--- src/rtl/prm_pkg.sv ---
package prm_pkg;
  typedef enum logic [1:0] {
    ST_IDLE    = 2'd0,
    ST_ACCESS  = 2'd1,
    ST_WAIT    = 2'd2,
    ST_RELEASE = 2'd3
  } prm_state_e;
endpackage

--- src/rtl/prm_counter.sv ---
module prm_counter #(
  parameter int CNT_W = 4
) (
  input  logic             clk_i,
  input  logic             rst_ni,
  input  logic             clr_i,
  input  logic             en_i,
  output logic [CNT_W-1:0] cnt_o
);
  always_ff @(posedge clk_i or negedge rst_ni) begin
    if (!rst_ni)    cnt_o <= '0;
    else if (clr_i) cnt_o <= '0;
    else if (en_i)  cnt_o <= cnt_o + 1'b1;
  end
endmodule

--- src/rtl/prm_capture.sv ---
module prm_capture #(
  parameter int DATA_W = 16
) (
  input  logic              clk_i,
  input  logic              rst_ni,
  input  logic              load_i,
  input  logic [DATA_W-1:0] d_i,
  output logic [DATA_W-1:0] q_o
);
  always_ff @(posedge clk_i or negedge rst_ni) begin
    if (!rst_ni)     q_o <= '0;
    else if (load_i) q_o <= d_i;
  end

  p_data_hold_r7: assert property (@(posedge clk_i) disable iff (!rst_ni)
    !load_i |=> $stable(q_o));
endmodule

--- src/rtl/prm_fsm.sv ---
module prm_fsm
  import prm_pkg::*;
#(
  parameter int ACC_CYC    = 4,
  parameter int WAIT_LIMIT = 32,
  parameter int CNT_W      = 6
) (
  input  logic             clk_i,
  input  logic             rst_ni,
  input  logic             start_i,
  input  logic             wait_i,
  input  logic [CNT_W-1:0] cnt_i,
  output logic             cnt_clr_o,
  output logic             cnt_en_o,
  output logic             load_o,
  output logic             req_o,
  output logic             done_o,
  output logic             err_o
);
  localparam logic [CNT_W-1:0] AccLast  = CNT_W'(ACC_CYC - 1);
  localparam logic [CNT_W-1:0] WaitLast = CNT_W'(WAIT_LIMIT - 1);

  prm_state_e state_q, state_d;
  logic done_d, err_d;

  always_comb begin
    state_d   = state_q;
    cnt_clr_o = 1'b0;
    cnt_en_o  = 1'b0;
    load_o    = 1'b0;
    done_d    = 1'b0;
    err_d     = 1'b0;
    unique case (state_q)
      ST_IDLE: if (start_i) begin
        state_d   = ST_ACCESS;
        cnt_clr_o = 1'b1;
      end
      ST_ACCESS: begin
        if (cnt_i == AccLast) begin
          cnt_clr_o = 1'b1;
          if (wait_i) state_d = ST_WAIT;
          else begin
            load_o  = 1'b1;
            done_d  = 1'b1;
            state_d = ST_RELEASE;
          end
        end else cnt_en_o = 1'b1;
      end
      ST_WAIT: begin
        if (!wait_i) begin
          load_o  = 1'b1;
          done_d  = 1'b1;
          state_d = ST_RELEASE;
        end else if (cnt_i == WaitLast) begin
          err_d   = 1'b1;
          state_d = ST_RELEASE;
        end else cnt_en_o = 1'b1;
      end
      ST_RELEASE: state_d = ST_IDLE;
      default:    state_d = ST_IDLE;
    endcase
  end

  always_ff @(posedge clk_i or negedge rst_ni) begin
    if (!rst_ni) begin
      state_q <= ST_IDLE;
      done_o  <= 1'b0;
      err_o   <= 1'b0;
    end else begin
      state_q <= state_d;
      done_o  <= done_d;
      err_o   <= err_d;
    end
  end

  assign req_o = (state_q == ST_ACCESS) || (state_q == ST_WAIT);

  p_done_err_excl_r8: assert property (@(posedge clk_i) disable iff (!rst_ni)
    !(done_o && err_o));
  p_done_pulse_r8: assert property (@(posedge clk_i) disable iff (!rst_ni)
    done_o |=> !done_o);
  p_err_pulse_r8: assert property (@(posedge clk_i) disable iff (!rst_ni)
    err_o |=> !err_o);
  p_release_gap_r6: assert property (@(posedge clk_i) disable iff (!rst_ni)
    $fell(req_o) |=> !req_o);
  p_err_drops_req_r5: assert property (@(posedge clk_i) disable iff (!rst_ni)
    err_o |-> !req_o);
  p_wait_holds_req_r4: assert property (@(posedge clk_i) disable iff (!rst_ni)
    (state_q == ST_WAIT && wait_i && cnt_i != WaitLast) |=> req_o);
endmodule

--- src/rtl/par_read_master.sv ---
module par_read_master #(
  parameter int DATA_W     = 16,
  parameter int ACC_CYC    = 4,
  parameter int WAIT_LIMIT = 32
) (
  input  logic              clk_i,
  input  logic              rst_ni,
  input  logic              rd_start_i,
  output logic [DATA_W-1:0] rd_data_o,
  output logic              rd_done_o,
  output logic              rd_err_o,
  output logic              bus_req_o,
  input  logic              bus_wait_i,
  input  logic [DATA_W-1:0] bus_data_i
);
  localparam int MaxCnt = (ACC_CYC > WAIT_LIMIT) ? ACC_CYC : WAIT_LIMIT;
  localparam int CntW   = $clog2(MaxCnt + 1);

  logic [CntW-1:0] cnt;
  logic cnt_clr, cnt_en, load;

  prm_counter #(.CNT_W(CntW)) u_cnt (
    .clk_i (clk_i),
    .rst_ni(rst_ni),
    .clr_i (cnt_clr),
    .en_i  (cnt_en),
    .cnt_o (cnt)
  );

  prm_fsm #(
    .ACC_CYC   (ACC_CYC),
    .WAIT_LIMIT(WAIT_LIMIT),
    .CNT_W     (CntW)
  ) u_fsm (
    .clk_i    (clk_i),
    .rst_ni   (rst_ni),
    .start_i  (rd_start_i),
    .wait_i   (bus_wait_i),
    .cnt_i    (cnt),
    .cnt_clr_o(cnt_clr),
    .cnt_en_o (cnt_en),
    .load_o   (load),
    .req_o    (bus_req_o),
    .done_o   (rd_done_o),
    .err_o    (rd_err_o)
  );

  prm_capture #(.DATA_W(DATA_W)) u_cap (
    .clk_i (clk_i),
    .rst_ni(rst_ni),
    .load_i(load),
    .d_i   (bus_data_i),
    .q_o   (rd_data_o)
  );

  p_req_rise_r2: assert property (@(posedge clk_i) disable iff (!rst_ni)
    $rose(bus_req_o) |-> $past(rd_start_i));
endmodule

--- config.mk ---
export PLATFORM = sky130hd
export DESIGN_NAME = par_read_master
export DESIGN_NICKNAME = d
export VERILOG_FILES = /design/src/rtl/prm_pkg.sv /design/src/rtl/prm_counter.sv /design/src/rtl/prm_capture.sv /design/src/rtl/prm_fsm.sv /design/src/rtl/par_read_master.sv
export SDC_FILE = /design/constraint.sdc
export NUM_CORES = 1
export LEC_CHECK = 0
export BUFFER_PORTS_ARGS = -buffer_cell sky130_fd_sc_hd__buf_2
export CORE_MARGIN = 8
export CORE_UTILIZATION = 45
export CTS_CLUSTER_SIZE = 20
export DETAILED_ROUTE_END_ITERATION = 16
export PLACE_DENSITY_LB_ADDON = 0.3
export SLEW_MARGIN = 5
export SYNTH_ARGS = -nofsm -noshare
export SYNTH_HDL_FRONTEND = slang
export SYNTH_SLANG_ARGS = --single-unit
--- constraint.sdc ---
create_clock -name clk_i -period 1.8 [get_ports clk_i]
set_input_delay 0.18 -clock clk_i [delete_from_list [all_inputs] [get_ports clk_i]]
set_output_delay 0.18 -clock clk_i [all_outputs]
set_load 0.005 [all_outputs]
==> results.txt, run 1 <==
* Combinational family with the most area after synthesis: multiplexers
* Initial DRC Count: 39
- By startpoint and endpoint, the worst setup path is classified as reg -> reg.
- For this design the static power due to leakage is 0.8761 nW.
* Dominant delay contributor by cell family on the critical path: flip-flops
- Relative to the synthesized area, the layout overhead comes to 35.83%.
- CTS placed an instance of sky130_fd_sc_hd__clkbuf_4 at the clock tree root.
- Slew at the pin with the worst max-slew slack: approximately 570 ps
* Worst Setup Slack, final: -29.28 ps
- STA classifies the critical path endpoint as a flop.
- In this run, synthesis produced a sequential element count of 26.
* Pre-Repair DR Iteration Count: 4
- The share of the Yosys chip area taken by registers is 49.95%.
* Outcome: finished, violations left
- Counting every net in the synthesized netlist gives 127.
* Violations in the final reports: setup timing
* Cell count after synthesis: 102
* Grt ovf: 0
* Final layout net count: about 190
* Post-route ant nets: 0
- Initial cell density of the core: 47.23%
- Adder-cell share of the synthesized area: 4.803%
- Max-capacitance violation count: 0
- Clock-pin slew was measured on the worst setup and hold paths at between 100 and 150 ps.
- Across the routed clock network, the largest skew measured is 2.450 ps.
* Gr usage total: 11.43%
- The count of buffers added on input and output ports is 38.
* Routed wire per std cell: 15.08 um
- The worst hold path begins at bus_data_i[4].
* Vias in the first global route: 998
* Startpoint class of the critical path: flop
* Pwr Density: 1588 nW/um2
* Warnings from Yosys: 0
- Mapped cell area: 1302 um2
- The startpoint identified for the worst register-to-register timing path is u_cnt.cnt_o[0].
- Worst-path cell with the longest stage delay: sky130_fd_sc_hd__dfrtp_1
- From bottom edge to top edge, the die measures 69.80 um.
* Class of the most critical hold timing path: in -> reg
- OpenSTA, run right after detailed placement, puts the worst setup slack at -14.60 ps.
* Share of the cycle needed by the critical path after routing: 101.6%
- In this run the number of H-tree levels came out at 1.
- Maximum achievable frequency: approximately 550 MHz
* Final hold violations: 0
- At the worst endpoint, the arrival time is 2050 ps.
* Ordered cell list for the critical path: ha_4 -> nor4b_4 -> a31oi_2 -> nor3_4 -> bufbuf_16 -> mux2_4
* Number of placement rows: 19
- Measured against its own limit, the worst slew margin works out to 62.00%.
* Final critical delay including setup and external delays: 1829 ps
- Min Hold Slack: roughly 80 ps
- Placed Instances: 177
- Number of cells on the worst hold path: 2
* TritonCTS Buffers: 3
- Count of clock tree sinks: 26
* TritonCTS clock tree: built
- The congestion estimate from routability-driven global placement came to 0.7948.
- In the synthesized netlist, mux cells make up 20.27% of the area.
- VDD IR-drop max: just over 0.001 V
- Compound-cell area share of the yosys netlist: 10.09%
- Area inside the core boundary: 2758 um2
- Of the total synthesized cell area, the portion taken by AND, OR, NAND and NOR gates is 11.62%.
- R2r worst-path depth: 6
* Setup repair after global routing missed its margin: yes
- Vias/cell: 5.158
* Die W: approximately 70 um
* Levels on crit path: 6
- Final number of max-transition violations: 0
- The routed design has 2.865 mm of wire.
- Avg Inst Size Synth: 12.77 um2
- Total DRC errors in the routed layout: 0
* Clock latency reported for the late side of the worst-skew pair: 320 ps
- For this design the total switching power over the nets is 0.0009342 W.
- Final Power: 0.002809 W
- Per report_power, the sequential group accounts for 34.1% of the total.
* Vias: 980
* Total Die Area: 4872 um2
- Entering global routing, the biggest net connects 27 pins.
* Synthesized-area fraction occupied by xor and xnor cells: 0%
* First-pass GRT wire length: 4.678 mm
- Along the worst path, the maximum fanout reaches 8.
- Combinational cells account for 51.7% of the total power.
- Hpwl dp: 2.052 mm
* Internal power contribution: between 0.0015 and 0.002 W
- The finished layout holds 190 standard cells, fillers aside.
* Initial antenna violation count: 0
* Diodes inserted: 0
* Top-level I/O count: 39
- Total of endpoints with negative setup slack in the final report: 16
- Of the total power, the share spent switching nets is between 30% and 40%.
- Per report_power, the clock group accounts for 14.2% of the total.
- After synthesis, the netlist uses 27 different library cells.
* Deepest clock path buffer count: 2
* Buffer and inverter count on the worst path: 1
- Cells fill 64.16% of the core in the end.
* Req. time, crit path: 2020 ps
* Setup crit start: u_cnt.cnt_o[0]
- The largest single stage delay on the critical path is 420 ps.
- In the final layout, the share of cells above drive strength 1 is between 50 and 60%.
-- cells in the mapped netlist --
master / number / area share, %
sky130_fd_sc_hd__dfrtp_1: 26 / 50
sky130_fd_sc_hd__mux2_4: 9 / 10
sky130_fd_sc_hd__a21oi_1: 7 / 2.7
sky130_fd_sc_hd__mux2_2: 7 / 6.1
sky130_fd_sc_hd__nand2_1: 7 / 2.0
sky130_fd_sc_hd__inv_1: 6 / 1.7
sky130_fd_sc_hd__nand3_1: 6 / 2.3
sky130_fd_sc_hd__ha_1: 5 / 4.8
sky130_fd_sc_hd__mux2i_1: 5 / 3.8
sky130_fd_sc_hd__nand2b_1: 4 / 1.9
sky130_fd_sc_hd__a21o_1: 2 / 1.2
sky130_fd_sc_hd__nor2_1: 2 / 0.58
sky130_fd_sc_hd__o211ai_1: 2 / 1.2
sky130_fd_sc_hd__a211o_1: 1 / 0.67
sky130_fd_sc_hd__a21boi_0: 1 / 0.58
sky130_fd_sc_hd__a31oi_1: 1 / 0.48
sky130_fd_sc_hd__a32oi_1: 1 / 0.67
sky130_fd_sc_hd__a41o_1: 1 / 0.77
sky130_fd_sc_hd__and3_1: 1 / 0.48
sky130_fd_sc_hd__buf_12: 1 / 1.5
sky130_fd_sc_hd__nor2b_1: 1 / 0.48
sky130_fd_sc_hd__nor3_4: 1 / 1.2
sky130_fd_sc_hd__nor4b_4: 1 / 1.8
sky130_fd_sc_hd__o211ai_2: 1 / 0.96
sky130_fd_sc_hd__o21ai_1: 1 / 0.38
sky130_fd_sc_hd__o31ai_1: 1 / 0.58
sky130_fd_sc_hd__or4b_1: 1 / 0.77
-- metal layers --
| metal | vias up | GRT usage [%] | part of all wire (%) |
|---|---|---|---|
| met1 | 473 | 12.70 | 40 |
| met4 | 0 | 4.018 | 1.1 |
| met2 | 20 | 19.80 | 53 |
| met3 | 4 | 3.720 | 5.4 |
| li1 | 483 | - | - |
| met5 | - | 0 | 0 |
-- cells by family after synthesis --
logic type               Yosys count
flip-flops                        26
AND/OR/NAND/NOR                   24
buffers and inverters              7
adder cells (fa/ha/maj)            5
AO/OA/AOI/OAI                     19
multiplexers                      21
-- layout by cell type, fill, tap and decap left out, types with 2 or more instances in the layout --
master,count
sky130_fd_sc_hd__a21o_1,2
sky130_fd_sc_hd__a21oi_1,5
sky130_fd_sc_hd__a21oi_2,2
sky130_fd_sc_hd__buf_2,38
sky130_fd_sc_hd__buf_4,13
sky130_fd_sc_hd__clkbuf_4,3
sky130_fd_sc_hd__dfrtp_1,25
sky130_fd_sc_hd__ha_1,4
sky130_fd_sc_hd__inv_1,6
sky130_fd_sc_hd__mux2_2,7
sky130_fd_sc_hd__mux2_4,9
sky130_fd_sc_hd__mux2i_1,5
sky130_fd_sc_hd__nand2_1,7
sky130_fd_sc_hd__nand2b_1,4
sky130_fd_sc_hd__nand3_1,6
sky130_fd_sc_hd__nor2_1,2
sky130_fd_sc_hd__o211ai_1,2
-- state kept, by name, indices dropped and copies added, names as in the netlist --
register and cells:
u_cap.q_o 16, u_cnt.cnt_o 6, u_fsm.done_o 1, u_fsm.err_o 1, u_fsm.state_q 2
-- per-stage QoR --
step	cell area, um2	TNS, ps
after floorplan	1305	-638.2
after global placement	1579	0
after detailed placement	1579	-75.11
after CTS	1714	-270.2
after global routing	1769	-1399
final	1769	-336.5
-- power groups by stage --
stage | clock (W) | combinational, W | sequential, W
finish | 0.000399 | 0.00145 | 0.000957
detailed placement | 0 | 0.00126 | 0.000971
CTS | 0.000417 | 0.00136 | 0.000965
global placement | 0 | 0.00123 | 0.000954
floorplan | 0 | 0.000768 | 0.000982
global route | 0.000442 | 0.00159 | 0.000986
-- what timing repair did --
item / CTS / global route
hold buffers: 1 / 0
setup buffers: 3 / 4
gates resized for setup: 3 / 5
endpoints found under the setup margin: 17 / 20
pin swaps: 0 / 1
gates cloned: 1 / 0
endpoints found under the hold margin: 26 / 0
-- cell type report --
type                            count  area [um2]
Clock buffer                        3       22.52
Clock inverter                      1       30.03
Fill cell                         223       988.4
Inverter                            6       22.52
Multi-Input combinational cell     69       653.1
Sequential cell                    26       651.9
Tap cell                           31       38.79
Timing Repair Buffer               54       350.3
-- final timing paths --
check / to / slack, ps
max: u_cap.q_o[12] / -30
min: u_cap.q_o[4] / 80
max reg2reg: u_cap.q_o[12] / -30
min reg2reg: u_cap.q_o[3] / 520
max in group asynchronous: u_cnt.cnt_o[2] / 1030
min in group asynchronous: u_cnt.cnt_o[2] / 370
(Power assumes the default switching activity.)
==> run 2, diff against run 1 <==
--- a/config.mk
+++ b/config.mk
@@ -5,6 +5,7 @@
 export SDC_FILE = /design/constraint.sdc
 export NUM_CORES = 1
 export LEC_CHECK = 0
+export ABC_AREA = 1
 export BUFFER_PORTS_ARGS = -buffer_cell sky130_fd_sc_hd__buf_2
 export CORE_MARGIN = 8
 export CORE_UTILIZATION = 45
==> run 2 against run 1 <==
Compared with the run above:
- the run now ends clean
- core utilization is 7.1 points lower
- sequential cell count stayed put
- routed wire length is 4.3% lower
- register-to-register slack better by 300 ps
- worst setup slack better by 200 ps
- synthesized cell count is 51% higher
- via count is 11% higher
- clock skew is 5.9 ps higher
- critical path type is now reg -> out
- clock power is 2% lower
- count of clock-buffer cells in the layout stayed put
- first-iteration DRC count is 18% higher
==> results.txt, run 2 <==
- The filler cell count came to 253 (was 223).
* Hpwl dp: 2.134 mm (was 2.052 mm)
* Total Die Area: 4807 um2 (was 4872 um2)
* Pre-Repair DR Iteration Count: 4 (unchanged)
- Min Hold Slack: 43.83 ps (was 80.39 ps)
- Most numerous cell types in the synthesized netlist: sky130_fd_sc_hd__nand2_1, sky130_fd_sc_hd__dfrtp_1, sky130_fd_sc_hd__nand3_1 (was sky130_fd_sc_hd__dfrtp_1, sky130_fd_sc_hd__mux2_4, sky130_fd_sc_hd__a21oi_1, sky130_fd_sc_hd__mux2_2, sky130_fd_sc_hd__nand2_1)
- The share of synthesized flip-flops with an asynchronous set or reset is 100.0% (unchanged).
- The number of hold violations in the final report came to 0 (unchanged).
- Total DRC errors in the routed layout: 0 (unchanged)
* Critical path type: reg -> out (was reg -> reg)
* Req. time, crit path: 1620 ps (was 2020 ps)
* Setup crit start: u_fsm.state_q[0] (was u_cnt.cnt_o[0])
* Total of endpoints with negative setup slack in the final report: 0 (was 16)
* Top register by number of flip-flops: u_cap.q_o (unchanged)
* TritonCTS clock tree: built (unchanged)
* Gr usage total: 11.85% (was 11.43%)
* Mapped cell area: 1280 um2 (was 1302 um2)
- Most frequently used cell type in the post-synthesis netlist: sky130_fd_sc_hd__nand2_1 (was sky130_fd_sc_hd__dfrtp_1)
- The share of the clock period used by the worst path was 90.30% (was 101.6%).
- Worst R2R Start: u_fsm.state_q[1] (was u_cnt.cnt_o[0])
* Die height: 69.33 um (was 69.80 um)
- Routed wire per std cell: 12.08 um (was 15.08 um)
* Max-capacitance violation count: 0 (unchanged)
- Final Power: 0.002372 W (was 0.002809 W)
- TritonCTS Buffers: 3 (unchanged)
- The number of nets in the final layout is 222 (was 185).
- Warnings from Yosys: 0 (unchanged)
- The capturing element of the worst setup path is bus_req_o (was u_cap.q_o[12]).
* Pwr Density: 1520 nW/um2 (was 1588 nW/um2)
* Initial cell density of the core: 46.82% (was 47.23%)
- Outcome: finished, final reports clean (was finished, violations left)
- The most common library cell in the layout ignoring fill and taps is sky130_fd_sc_hd__nand2_1 (was sky130_fd_sc_hd__buf_2).
- The final number of max-transition violations is 0 (unchanged).
- Ratio of cells with drive above 1 in the final layout: 28.06% (was 52.20%)
* Clock latency reported for the late side of the worst-skew pair: 320 ps (about the same)
- First-pass GRT wire length: 4.912 mm (was 4.678 mm)
- The maximum achievable frequency came to 615.2 MHz (was 546.7 MHz).
- Delay of the slowest cell on the worst path: 410 ps (was 420 ps)
* Cell count after synthesis: 154 (was 102)
* Initial antenna violation count: 0 (unchanged)
* Main flop type after synthesis: sky130_fd_sc_hd__dfrtp_1 (unchanged)
* Area share of the largest cell type after synthesis: 50.83% (was 49.95%)
- P&R area growth vs syn: 21.90% (was 35.83%)
- Worst Path Arrival: 1450 ps (was 2050 ps)
* Vias/cell: 4.806 (was 5.158)
- Setup repair after global routing missed its margin: no (was yes).
- Final critical delay including setup and external delays: 1625 ps (was 1829 ps)
- Clock input transition at the sequential cells of the worst setup and hold paths: 140 ps (about the same)
- Worst-path cell with the longest stage delay: sky130_fd_sc_hd__dfrtp_1 (unchanged)
* Compound-cell area share of the yosys netlist: 1.271% (was 10.09%)
- The post-layout instance count excluding filler cells came to 227 (was 190).
- The share of the yosys chip area belonging to registers is 50.83% (was 49.95%).
- The final weighted congestion in routability-driven placement was 0.8361 (was 0.7948).
- The overall via count from detail_route was 1091 (was 980).
* Count of clock tree sinks: 26 (unchanged)
- The number of I/O port buffers came to 38 (unchanged).
* Largest net degree at the start of global routing: 27 (unchanged)
* Cell accounting for the most synthesized area: sky130_fd_sc_hd__dfrtp_1 (unchanged)
- The synthesized flop and latch total was 26 (unchanged).
* Number of library cell types mapped by synthesis: 21 (was 27)
* Simple-gate portion of the synthesized area: 35.48% (was 11.62%)
- Critical Path Fanout Max: 7 (was 8)
* Post-route ant nets: 0 (unchanged)
- Deepest clock path buffer count: 2 (unchanged)
* Setup TNS Final: 0 ps (was -336.5 ps)
* Class of the most critical hold timing path: in -> reg (unchanged)
- Deepest level of the CTS H-tree: 1 (unchanged)
- The antenna cell count came to 0 (unchanged).
* Avg Inst Size Synth: 8.312 um2 (was 12.77 um2)
- The adder and majority cell fraction of the synthesized area was 4.888% (was 4.803%).
- Commonest cells after routing, fill and taps aside: sky130_fd_sc_hd__nand2_1, sky130_fd_sc_hd__buf_2, sky130_fd_sc_hd__dfrtp_1 (was sky130_fd_sc_hd__buf_2, sky130_fd_sc_hd__dfrtp_1, sky130_fd_sc_hd__buf_4)
- Cell types with the largest area share after synthesis: sky130_fd_sc_hd__dfrtp_1, sky130_fd_sc_hd__nand2_1, sky130_fd_sc_hd__ha_1 (was sky130_fd_sc_hd__dfrtp_1, sky130_fd_sc_hd__mux2_4, sky130_fd_sc_hd__mux2_2).
- Register-to-register path setup slack: 270 ps (was -30 ps)
* Ordered cell list for the critical path: inv_1 -> ha_1 -> buf_4 -> buf_2 (was ha_4 -> nor4b_4 -> a31oi_2 -> nor3_4 -> bufbuf_16 -> mux2_4)
- Layout Skew: 8.393 ps (was 2.450 ps)
* Master cell of the clock root buffer: sky130_fd_sc_hd__clkbuf_4 (unchanged)
* Synthesized-area fraction occupied by xor and xnor cells: 2.053% (was 0%)
* Placed Instances: 222 (was 177)
* Registers with the most flip-flops: u_cap.q_o (16), u_cnt.cnt_o (6), u_fsm.state_q (2) (unchanged)
- Area inside the core boundary: 2734 um2 (was 2758 um2)
* Worst-case headroom to the max-slew limit: 62.49% (was 62.00%)
- Top-level I/O count: 39 (unchanged)
- The flip-flop count of the largest register, all copies and words added was 16 (unchanged).
- The portion of netlist area occupied by mux cells is 0% (was 20.27%).
- VDD IR-drop max: 0.001021 V (was 0.001032 V)
- The remaining global-route overflow was 0 (unchanged).
- The initial detailed-routing violation count came to 46 (was 39).
* Number of enable flip-flop cells after synthesis: 0 (unchanged)
- Vias in the first global route: 1142 (was 998)
- Endpoint of the lowest-slack register-to-register path: u_cap.q_o[7] (was u_cap.q_o[12])
- The slew at the pin closest to its max-slew limit was 562.7 ps (was 570.0 ps).
- The number of setup buffers added after CTS came to 0 (was 3).
* Capturing element type of the critical path: output port (was flop)
- The path depth of the worst reg2reg path is 8 (was 6).
- Startpoint class of the critical path: flop (unchanged)
- The sum of routed wire length over all layers was 2.742 mm (was 2.865 mm).
- The dominant combinational cell family by area after synthesis was simple AND/OR/NAND/NOR gates (was multiplexers).
* Mapped Nets: 179 (was 127)
- Cell leakage power: 0.9223 nW (was 0.8761 nW)
- Die W: 69.33 um (was 69.80 um)
- The number of rows created at floorplan came to 19 (unchanged).
==> run 2: cell count changes after synthesis, sizes merged, moves of 3 or more <==
cell	delta
nand2	+70
mux2	-16
a21oi	-7
nor2	+7
inv	+5
mux2i	-5
nand3	+5
nand4	+5
nand2b	-4
o211ai	-3
==> run 2: area by class of cell <==
cell class / count / area, um2 / share of cell area [%]
well taps: 31 / 38.79 / 2.486
inverters: 11 / 43.79 / 2.807
flip-flops and latches: 26 / 650.6 / 41.70
clock inverters: 1 / 30.03 / 1.925
repair buffers: 41 / 215.2 / 13.79
multi-input cells: 114 / 559.3 / 35.85
clock buffers: 3 / 22.52 / 1.443
==> run 2: kinds of logic (layout without fill, tap and decap cells) <==
kind of cell    Yosys count  after routing
compound gates            2              2
xor+xnor                  3              3
fa+ha+maj                 5              5
buf+inv                  14             56
flops                    26             26
simple gates            104            104
==> run 2: worst min-delay path by stage <==
stage,from,cells after the start,slack [ps],end
floorplan,rst_ni,0,-120,u_cap.q_o[0]
global placement,rst_ni,1,210,u_fsm.err_o
detailed placement,rst_ni,1,220,u_fsm.err_o
CTS,bus_data_i[6],3,30,u_cap.q_o[6]
global route,bus_data_i[13],3,20,u_cap.q_o[13]
finish,bus_data_i[11],3,40,u_cap.q_o[11]
==> run 2: worst max-delay path: cells and delay by family, from the launching register on <==
kind	cells	cell delay [ps]
adder cells (fa/ha/maj)	1	320
buffers and inverters	3	410
flip-flops	1	410
==> run 2: timing repair <==
item                       CTS  global route
gates resized for setup      0             0
setup endpoints to repair    0             0
hold buffers                 1             0
hold endpoints to repair    26             0
==> run 2: per-layer routing <==
layer / share of wire [%] / global-route usage, % / vias up
li1: - / - / 561
met1: 44 / 13.15 / 506
met2: 50 / 20.80 / 22
met3: 5.3 / 4.864 / 2
met4: 0.51 / 2.050 / 0
met5: 0 / 0 / -
==> run 2: per-stage QoR <==
stage                     worst slack [ps]  instance area, um2  util [%]
after floorplan                      251.2                1280         -
after global placement               348.3                1498     54.78
after detailed placement             258.9                1498     54.78
after CTS                            155.0                1560     57.07
after global routing                 66.46                1560     57.07
final                                174.6                1560     57.07
==> run 2: report_power, final <==
group / leakage (nW) / switching (W) / total (W) / internal (W)
combinational: 0.557 / 0.000625 / 0.00106 / 0.000431
clock: 0.0279 / 0.000165 / 0.000390 / 0.000225
sequential: 0.338 / 0.000133 / 0.000926 / 0.000793
